### src/rtl/alu16_pkg.sv
package alu16_pkg;

  typedef enum logic [3:0] {
    OP_ADD  = 4'd0,
    OP_SUB  = 4'd1,
    OP_AND  = 4'd2,
    OP_OR   = 4'd3,
    OP_XOR  = 4'd4,
    OP_NOTA = 4'd5,
    OP_SHL  = 4'd6,
    OP_SHR  = 4'd7,
    OP_NAND = 4'd8,
    OP_CMP  = 4'd9
  } alu_op_e;

  typedef struct packed {
    logic zero;
    logic carry;
    logic neg;
    logic ovf;
    logic eq;
  } alu_flags_t;

endpackage

### src/rtl/alu16_addsub.sv
module alu16_addsub #(
  parameter int W = 16
) (
  input  logic [W-1:0] a,
  input  logic [W-1:0] b,
  input  logic         do_sub,
  output logic [W-1:0] sum,
  output logic         cy_or_bw,
  output logic         ovf
);
  localparam int MSB = W - 1;

  // Widened adder with a carry-in so that subtraction reuses it.
  function automatic logic [W:0] add_wide(input logic [W-1:0] x,
                                          input logic [W-1:0] y,
                                          input logic cin);
    return {1'b0, x} + {1'b0, y} + {{W{1'b0}}, cin};
  endfunction

  // Signed overflow: both addends share a sign and the sum's sign differs from it.
  function automatic logic sign_ovf(input logic sx, input logic sy, input logic ss);
    return (sx == sy) && (ss != sx);
  endfunction

  logic [W-1:0] b_eff;
  logic [W:0]   wide;

  always_comb begin
    b_eff    = do_sub ? ~b : b;
    wide     = add_wide(a, b_eff, do_sub);
    sum      = wide[MSB:0];
    // When subtracting, the adder's carry out is the inverse of the borrow.
    cy_or_bw = do_sub ? ~wide[W] : wide[W];
    ovf      = sign_ovf(a[MSB], b_eff[MSB], wide[MSB]);
  end

  // operands of opposite effective sign never overflow.
  always_comb begin
    if (!do_sub && (a[MSB] != b[MSB]))
      p_add_mixed_sign_r3: assert (!ovf) else $error("add overflow with mixed signs");
    if (do_sub && (a[MSB] == b[MSB]))
      p_sub_same_sign_r3: assert (!ovf) else $error("sub overflow with equal signs");
  end

endmodule

### src/rtl/alu16_bitwise.sv
module alu16_bitwise
  import alu16_pkg::*;
#(
  parameter int W = 16
) (
  input  logic [W-1:0] a,
  input  logic [W-1:0] b,
  input  alu_op_e      op,
  output logic [W-1:0] y
);
  localparam int MSB = W - 1;

  logic [W-1:0] v_and, v_or, v_xor, v_nand, v_inv;

  // One slice per bit position.
  for (genvar i = 0; i < W; i++) begin : g_slice
    assign v_and[i]  = a[i] & b[i];
    assign v_or[i]   = a[i] | b[i];
    assign v_xor[i]  = a[i] ^ b[i];
    assign v_nand[i] = ~(a[i] & b[i]);
    assign v_inv[i]  = ~a[i];
  end

  function automatic logic [W-1:0] shl1(input logic [W-1:0] x);
    return {x[MSB-1:0], 1'b0};
  endfunction

  function automatic logic [W-1:0] shr1(input logic [W-1:0] x);
    return {1'b0, x[MSB:1]};
  endfunction

  always_comb begin
    unique case (op)
      OP_AND:  y = v_and;
      OP_OR:   y = v_or;
      OP_XOR:  y = v_xor;
      OP_NAND: y = v_nand;
      OP_NOTA: y = v_inv;
      OP_SHL:  y = shl1(a);
      OP_SHR:  y = shr1(a);
      default: y = '0;
    endcase
  end

  // the vacated bit of each shift is always zero.
  always_comb begin
    if (op == OP_SHL)
      p_shl_fill_r7: assert (!y[0]) else $error("shl lsb not zero");
    if (op == OP_SHR)
      p_shr_fill_r7: assert (!y[MSB]) else $error("shr msb not zero");
  end

endmodule

### src/rtl/alu16_order.sv
module alu16_order #(
  parameter int W = 16
) (
  input  logic [W-1:0] a,
  input  logic [W-1:0] b,
  output logic         eq,
  output logic         gt,
  output logic         lt,
  output logic [W-1:0] ord_word
);

  function automatic logic [W-1:0] encode_order(input logic e, input logic g);
    if (e)      return '0;
    else if (g) return {{(W-1){1'b0}}, 1'b1};
    else        return '1;
  endfunction

  always_comb begin
    eq       = (a == b);
    gt       = (a > b);
    lt       = !eq && !gt;
    ord_word = encode_order(eq, gt);
  end

  // exactly one ordering holds.
  always_comb begin
    p_order_onehot_r8: assert ($onehot({eq, gt, lt})) else $error("ordering not one-hot");
  end

endmodule

### src/rtl/alu16_flagcore.sv
module alu16_flagcore
  import alu16_pkg::*;
#(
  parameter int W = 16
) (
  input  logic [W-1:0] opnd_a,
  input  logic [W-1:0] opnd_b,
  input  logic [3:0]   op_sel,
  output logic [W-1:0] result,
  output logic         flag_zero,
  output logic         flag_carry,
  output logic         flag_neg,
  output logic         flag_ovf,
  output logic         flag_eq
);
  localparam int MSB = W - 1;

  alu_op_e      op;
  logic         is_arith;
  logic [W-1:0] as_sum, bw_y, ord_word;
  logic         as_cy, as_ovf;
  logic         ord_eq, ord_gt, ord_lt;
  alu_flags_t   flags;

  assign op       = alu_op_e'(op_sel);
  assign is_arith = (op == OP_ADD) || (op == OP_SUB);

  alu16_addsub #(.W(W)) u_addsub (
    .a        (opnd_a),
    .b        (opnd_b),
    .do_sub   (op == OP_SUB),
    .sum      (as_sum),
    .cy_or_bw (as_cy),
    .ovf      (as_ovf)
  );

  alu16_bitwise #(.W(W)) u_bitwise (
    .a  (opnd_a),
    .b  (opnd_b),
    .op (op),
    .y  (bw_y)
  );

  alu16_order #(.W(W)) u_order (
    .a        (opnd_a),
    .b        (opnd_b),
    .eq       (ord_eq),
    .gt       (ord_gt),
    .lt       (ord_lt),
    .ord_word (ord_word)
  );

  always_comb begin
    unique case (op)
      OP_ADD, OP_SUB: result = as_sum;
      OP_CMP:         result = ord_word;
      default:        result = bw_y;
    endcase
    flags.zero  = (result == '0);
    flags.neg   = result[MSB];
    flags.carry = is_arith & as_cy;
    flags.ovf   = is_arith & as_ovf;
    flags.eq    = ord_eq;
  end

  assign flag_zero  = flags.zero;
  assign flag_carry = flags.carry;
  assign flag_neg   = flags.neg;
  assign flag_ovf   = flags.ovf;
  assign flag_eq    = flags.eq;

  // Cross-checks between the separate units.
  always_comb begin
    if (op == OP_ADD && flag_carry)
      p_add_wrap_r1: assert (result < opnd_a) else $error("carry without wrap");
    if (op == OP_SUB)
      p_borrow_lt_r2: assert (flag_carry == ord_lt) else $error("borrow mismatch");
    if (!is_arith)
      p_quiet_flags_r4: assert (!flag_carry && !flag_ovf) else $error("stray carry/ovf");
    if (op == OP_CMP)
      p_cmp_word_r8: assert ((result == '0) || (result == {{(W-1){1'b0}}, 1'b1}) || (&result))
        else $error("compare word illegal");
    if (op == OP_CMP)
      p_cmp_eq_r11: assert (flag_zero == flag_eq) else $error("compare zero vs eq");
    if (op_sel >= 4'd10)
      p_unused_zero_r12: assert (flag_zero && !flag_neg) else $error("unused code output");
  end

endmodule

### config.mk
export PLATFORM = sky130hd
export DESIGN_NAME = alu16_flagcore
export DESIGN_NICKNAME = d
export VERILOG_FILES = /design/src/rtl/alu16_pkg.sv /design/src/rtl/alu16_addsub.sv /design/src/rtl/alu16_bitwise.sv /design/src/rtl/alu16_order.sv /design/src/rtl/alu16_flagcore.sv
export SDC_FILE = /design/constraint.sdc
export NUM_CORES = 1
export LEC_CHECK = 0
export CAP_MARGIN = 20
export CORE_ASPECT_RATIO = 0.5
export CORE_MARGIN = 3
export CORE_UTILIZATION = 65
export DETAILED_ROUTE_END_ITERATION = 10
export DONT_BUFFER_PORTS = 1
export GPL_TIMING_DRIVEN = 0
export PLACE_DENSITY = 0.84
export RECOVER_POWER = 100
export SLEW_MARGIN = 0
export SYNTH_ARGS = -nofsm -noshare
export SYNTH_HDL_FRONTEND = slang
export SYNTH_SLANG_ARGS = --single-unit
### constraint.sdc
create_clock -name vclk -period 14
set_input_delay 2.8 -clock vclk [all_inputs]
set_output_delay 2.8 -clock vclk [all_outputs]
set_load 0.005 [all_outputs]
# After elaboration in Yosys (flattened, before gate mapping)
# Index checks and enable logic that the tools add are counted.
[word_totals]
reg_bits = 0
latch_bits = 0
ram_bits = 0
mem_bits_ro = 0
inputBits = 36
out_inout_bits = 21
wordCells = 110
n_memories = 0
[classes]
n_addsub = 2
multipliers = 0
div = 0
order_cmp = 1
eq_ne = 12
n_shift = 0
mux = 6
bitwise = 84
reduce_logical = 5
[op_table]
columns = ["op", "count"]
rows = [
  ["$pmux W16 S7", 1],
  ["$mux W16", 3],
  ["$not A1 Y1", 33],
  ["$pmux W16 S2", 1],
  ["$and A1 B1 Y1", 18],
  ["$add A16 B16 Y17", 1],
  ["$add A17 B1 Y17", 1],
  ["$eq A16 B16 Y1", 1],
  ["$eq A4 B3 Y1 const B", 4],
  ["$gt A16 B16 Y1", 1],
  ["$logic_not A16 Y1", 1],
  ["$not A16 Y16", 1],
  ["$or A1 B1 Y1", 16],
  ["$xor A1 B1 Y1", 16],
  ["$eq A4 B2 Y1 const B", 2],
  ["$eq A4 B4 Y1 const B", 2],
  ["$eq A4 B1 Y1 const B", 1],
  ["$logic_not A4 Y1", 1],
  ["$reduce_or A2 Y1", 1],
  ["$eq A1 B1 Y1", 1],
  ["$logic_and A1 B1 Y1", 1],
  ["$logic_or A1 B1 Y1", 1],
  ["$mux W1", 1],
  ["$ne A1 B1 Y1", 1],
]

# Longest topological paths before layout
[logic_depth]
ltp_word = 7
ltp_mapped = 13

# Hierarchy
# From an unflattened synthesis, not the netlist that was laid out.
[hier_totals]
hier_cells = 521
area_unflattened_um2 = 3678.5
[modules_own_cells]
columns = ["mod", "instances", "cells_each", "area_per_inst_um2", "seq_area_each_um2"]
rows = [
  ["alu16_bitwise", 1, 220, 1519.0, 0.0],
  ["alu16_addsub", 1, 127, 967.2, 0.0],
  ["alu16_flagcore", 1, 99, 649.4, 0.0],
  ["alu16_order", 1, 75, 543.0, 0.0],
]

# Worst setup path before layout
# OpenSTA, ideal clock, no wires.
[synth_path]
path_type = "input to output"
startpoint = "input port op_sel[1]"
endpoint = "output port flag_zero"
arrival_time_ps = 6569
setup_slack_ps = 4631
path_stages = 13
cell_sequence = "nor4b_1 -> clkbuf_1 -> clkbuf_1 -> mux2i_1 -> fa_1 -> nand3b_1 -> a211oi_1 -> nor3_1 -> xnor2_1 -> a211o_1 -> or4_1 -> or4_1 -> nor4_2"
[synth_between]
elab_chain_len = 6
[synth_rtl]
columns = ["element", "line_no", "text"]
rows = [
  ["start, declared", "alu16_flagcore.sv:8", "input logic [3:0] op_sel,"],
  ["$eq A4 B1 Y1", "alu16_flagcore.sv:31, alu16_flagcore.sv:54", ""],
  ["$mux W16", "alu16_addsub.sv:29", "b_eff = do_sub ? ~b : b;"],
  ["$add A16 B16 Y17", "alu16_addsub.sv:17", "return {1'b0, x} + {1'b0, y} + {{W{1'b0}}, cin};"],
  ["$add A17 B1 Y17", "alu16_addsub.sv:17", ""],
  ["$pmux W16 S2 *", "alu16_flagcore.sv:54", "unique case (op)"],
  ["net result[10]", "alu16_flagcore.sv:9", "output logic [W-1:0] result,"],
  ["$logic_not A16 Y1 *", "alu16_flagcore.sv:59", "flags.zero = (result == '0);"],
  ["end, declared", "alu16_flagcore.sv:10", "output logic flag_zero,"],
]
# The timed path passes the listed nets; every way through them passes the cells marked *.

# Worst setup path after layout
# Same ends and word-level chain as after synthesis.

==> metrics <==
status=complete, no violations; RSZ-0062 raised after global routing=no; DRT iter0 DRCs=342; Worst Hold Class=in2out; Routed WL=9.93 mm; post-layout util=0.746; footprint of the multi-input gates=0.00283 mm^2; Worst Setup SP=op_sel[1]; Comb pwr share=1.000; layout net count=549; Routability Congestion=1.03; Worst Setup End Kind=output pin; area grow syn2layout=2.20%; Syn Inst Count=439; Setup crit start kind=input pin; Antenna diodes=0; Die ar.=0.00563 mm^2; fraction of layout cells with a size suffix above 1=0.0340; switch share=0.597; first-pass GRT wire length=15.2 mm; Mapped Area=0.00307 mm^2; total internal power=0.0443 mW; Post-Syn Nets=545; Post-Route Setup TNS=0 ns; max-slew violations=0; seq_cells=0; worst slack, placed=3.83 ns; Synth Warn #=0; Pleak=1.46 nW; Crit Path Category=in2out; setup ws final=3.63 ns; Slew HR=0.311; initial core utilization=0.730; pwr dens=35.0 mW/mm^2; Seq/Total Area, Yosys=0; core area=0.00420 mm^2; DRT Pass-1 Iters=5; critical path endpoint=flag_zero; routed vias/inst=6.95; syn avg cell area=6.99 um^2; # resized after CTS=0; clkbuf count=0; cts hold-fix bufs=0; minimum clock period=10.37 ns; Port Buffers=0; Std-Cell Rows=16; storage element area=0 um^2; Switch Pwr=0.0655 mW; Post CTS Setup Buffer Count=0; remaining antenna violation count=0; critical path data arrival time=7.57 ns; All-Layer GR Usage=0.344; routed via count=3441; maximum fanout along the worst path=10; fin crit share=0.741; die width=103 um; Netlist cell types=67; clock power share=0; vias in the first global route=3215; DR DRC count=0; height of the die=54.6 um; initial antenna violation count=1; FILL cells=361; Worst-Margin Slew=1.03 ns; Worst IR Drop VDD=0.0257 mV; Max-Cap Viols=0; largest net degree at the start of global routing=11; Avg WL per Cell=20.1 um; Final Setup Violations=0; DP HPWL=8.09 mm; grt ovf=0; Sequential Power Share=0; hold slack=5.84 ns; f_max=0.0964 GHz; Final Hold Viols=0; Critical Path RT=11.20 ns; Ports=57
## synthesized netlist by cell type, drive strengths merged, types with 3 or more instances
library cell / number / share of area
and3: 3 / 0.0061
a221oi: 4 / 0.011
inv: 44 / 0.054
clkbuf: 11 / 0.013
a211o: 4 / 0.011
nor2: 42 / 0.051
mux2i: 5 / 0.016
nand2: 40 / 0.049
a211oi: 6 / 0.015
a21oi: 28 / 0.046
xnor2: 24 / 0.068
o21ai: 25 / 0.041
a22oi: 5 / 0.012
buf: 5 / 0.0082
nor4: 7 / 0.016
nor3b: 3 / 0.0073
or4: 8 / 0.021
ha: 69 / 0.28
o22ai: 3 / 0.0061
o211ai: 4 / 0.0098
nor4b: 4 / 0.011
nand3: 9 / 0.016
nor3: 14 / 0.023
or4b: 3 / 0.011
nor2b: 8 / 0.016
a21o: 4 / 0.0098
a2111oi: 5 / 0.016
nand2b: 8 / 0.016
or2: 3 / 0.0061
## critical path, cell delays in order
cell and delay [ns]:
nor4b_1 0.26, clkbuf_1 0.57, clkbuf_1 0.65, mux2i_1 0.21, fa_1 0.45, nand3b_1 0.25
a211oi_1 0.40, nor3_1 0.13, xnor2_1 0.14, a211o_1 0.34, or4_1 0.53, or4_1 0.46
nor4_1 0.38
## per-layer routing
metal	routed length, um	global-route usage
met1	4120	0.430
met2	4180	0.580
met3	1400	0.116
met4	213	0.0839
met5	7	0
## worst min path at each step
stage,slack (ns),endpoint,start,depth (start not counted)
CTS,5.84,flag_ovf,opnd_a[15],3
global placement,5.85,flag_ovf,opnd_a[15],3
finish,5.84,flag_ovf,opnd_a[15],3
global route,5.88,flag_ovf,opnd_a[15],3
detailed placement,5.84,flag_ovf,opnd_a[15],3
floorplan,5.82,flag_ovf,opnd_a[15],3
## power groups by stage
stage                     Sequential [mW]  Combinational (mW)  Clock, mW
final                                   0               0.110          0
after global routing                    0               0.121          0
after CTS                               0               0.107          0
after detailed placement                0               0.106          0
after global placement                  0               0.103          0
after floorplan                         0              0.0840          0
## through the flow
| step | std cells | area (um^2) | power [mW] |
|---|---|---|---|
| 2_1_floorplan | 439 | 3070 | 0.0840 |
| 3_3_place_gp | 493 | 3140 | 0.103 |
| 3_5_place_dp | 494 | 3140 | 0.106 |
| 4_1_cts | 494 | 3140 | 0.107 |
| 5_1_grt | 495 | 3140 | 0.121 |
| 6_report | 495 | 3140 | 0.110 |
## cell usage in the layout, fill, tap and decap left out, types with 5 or more instances in the layout
cell type / synthesis / layout
nor4_1: 6 / 7
a22oi_1: 5 / 5
mux2i_1: 5 / 5
clkbuf_1: 11 / 11
nand2b_1: 8 / 8
xnor2_1: 24 / 24
nand2_1: 40 / 40
nor3_1: 14 / 14
o21ai_0: 23 / 25
or4_1: 7 / 7
a211oi_1: 6 / 6
nor2b_1: 8 / 8
nand3_1: 8 / 8
nor2_1: 42 / 42
inv_1: 43 / 43
ha_1: 69 / 69
a21oi_1: 28 / 28
## area by class of cell
cell class         count  share of cell area
multi-input cells    379               0.902
inverters             44              0.0526
well taps             54              0.0215
plain buffers         16              0.0211
repair buffers         2             0.00319
## logic make-up (layout without fill, tap and decap cells)
family	count (synthesis)	count (layout)	synth area share
and+or+nand+nor	163	163	0.280
AOI/OAI and AO/OA	112	112	0.248
adders and majority gates	70	70	0.288
buffers and inverters	60	62	0.0754
xor gates and xnor gates	26	26	0.0742
muxes	8	8	0.0346
No activity file was read; power rests on OpenSTA's default activity.
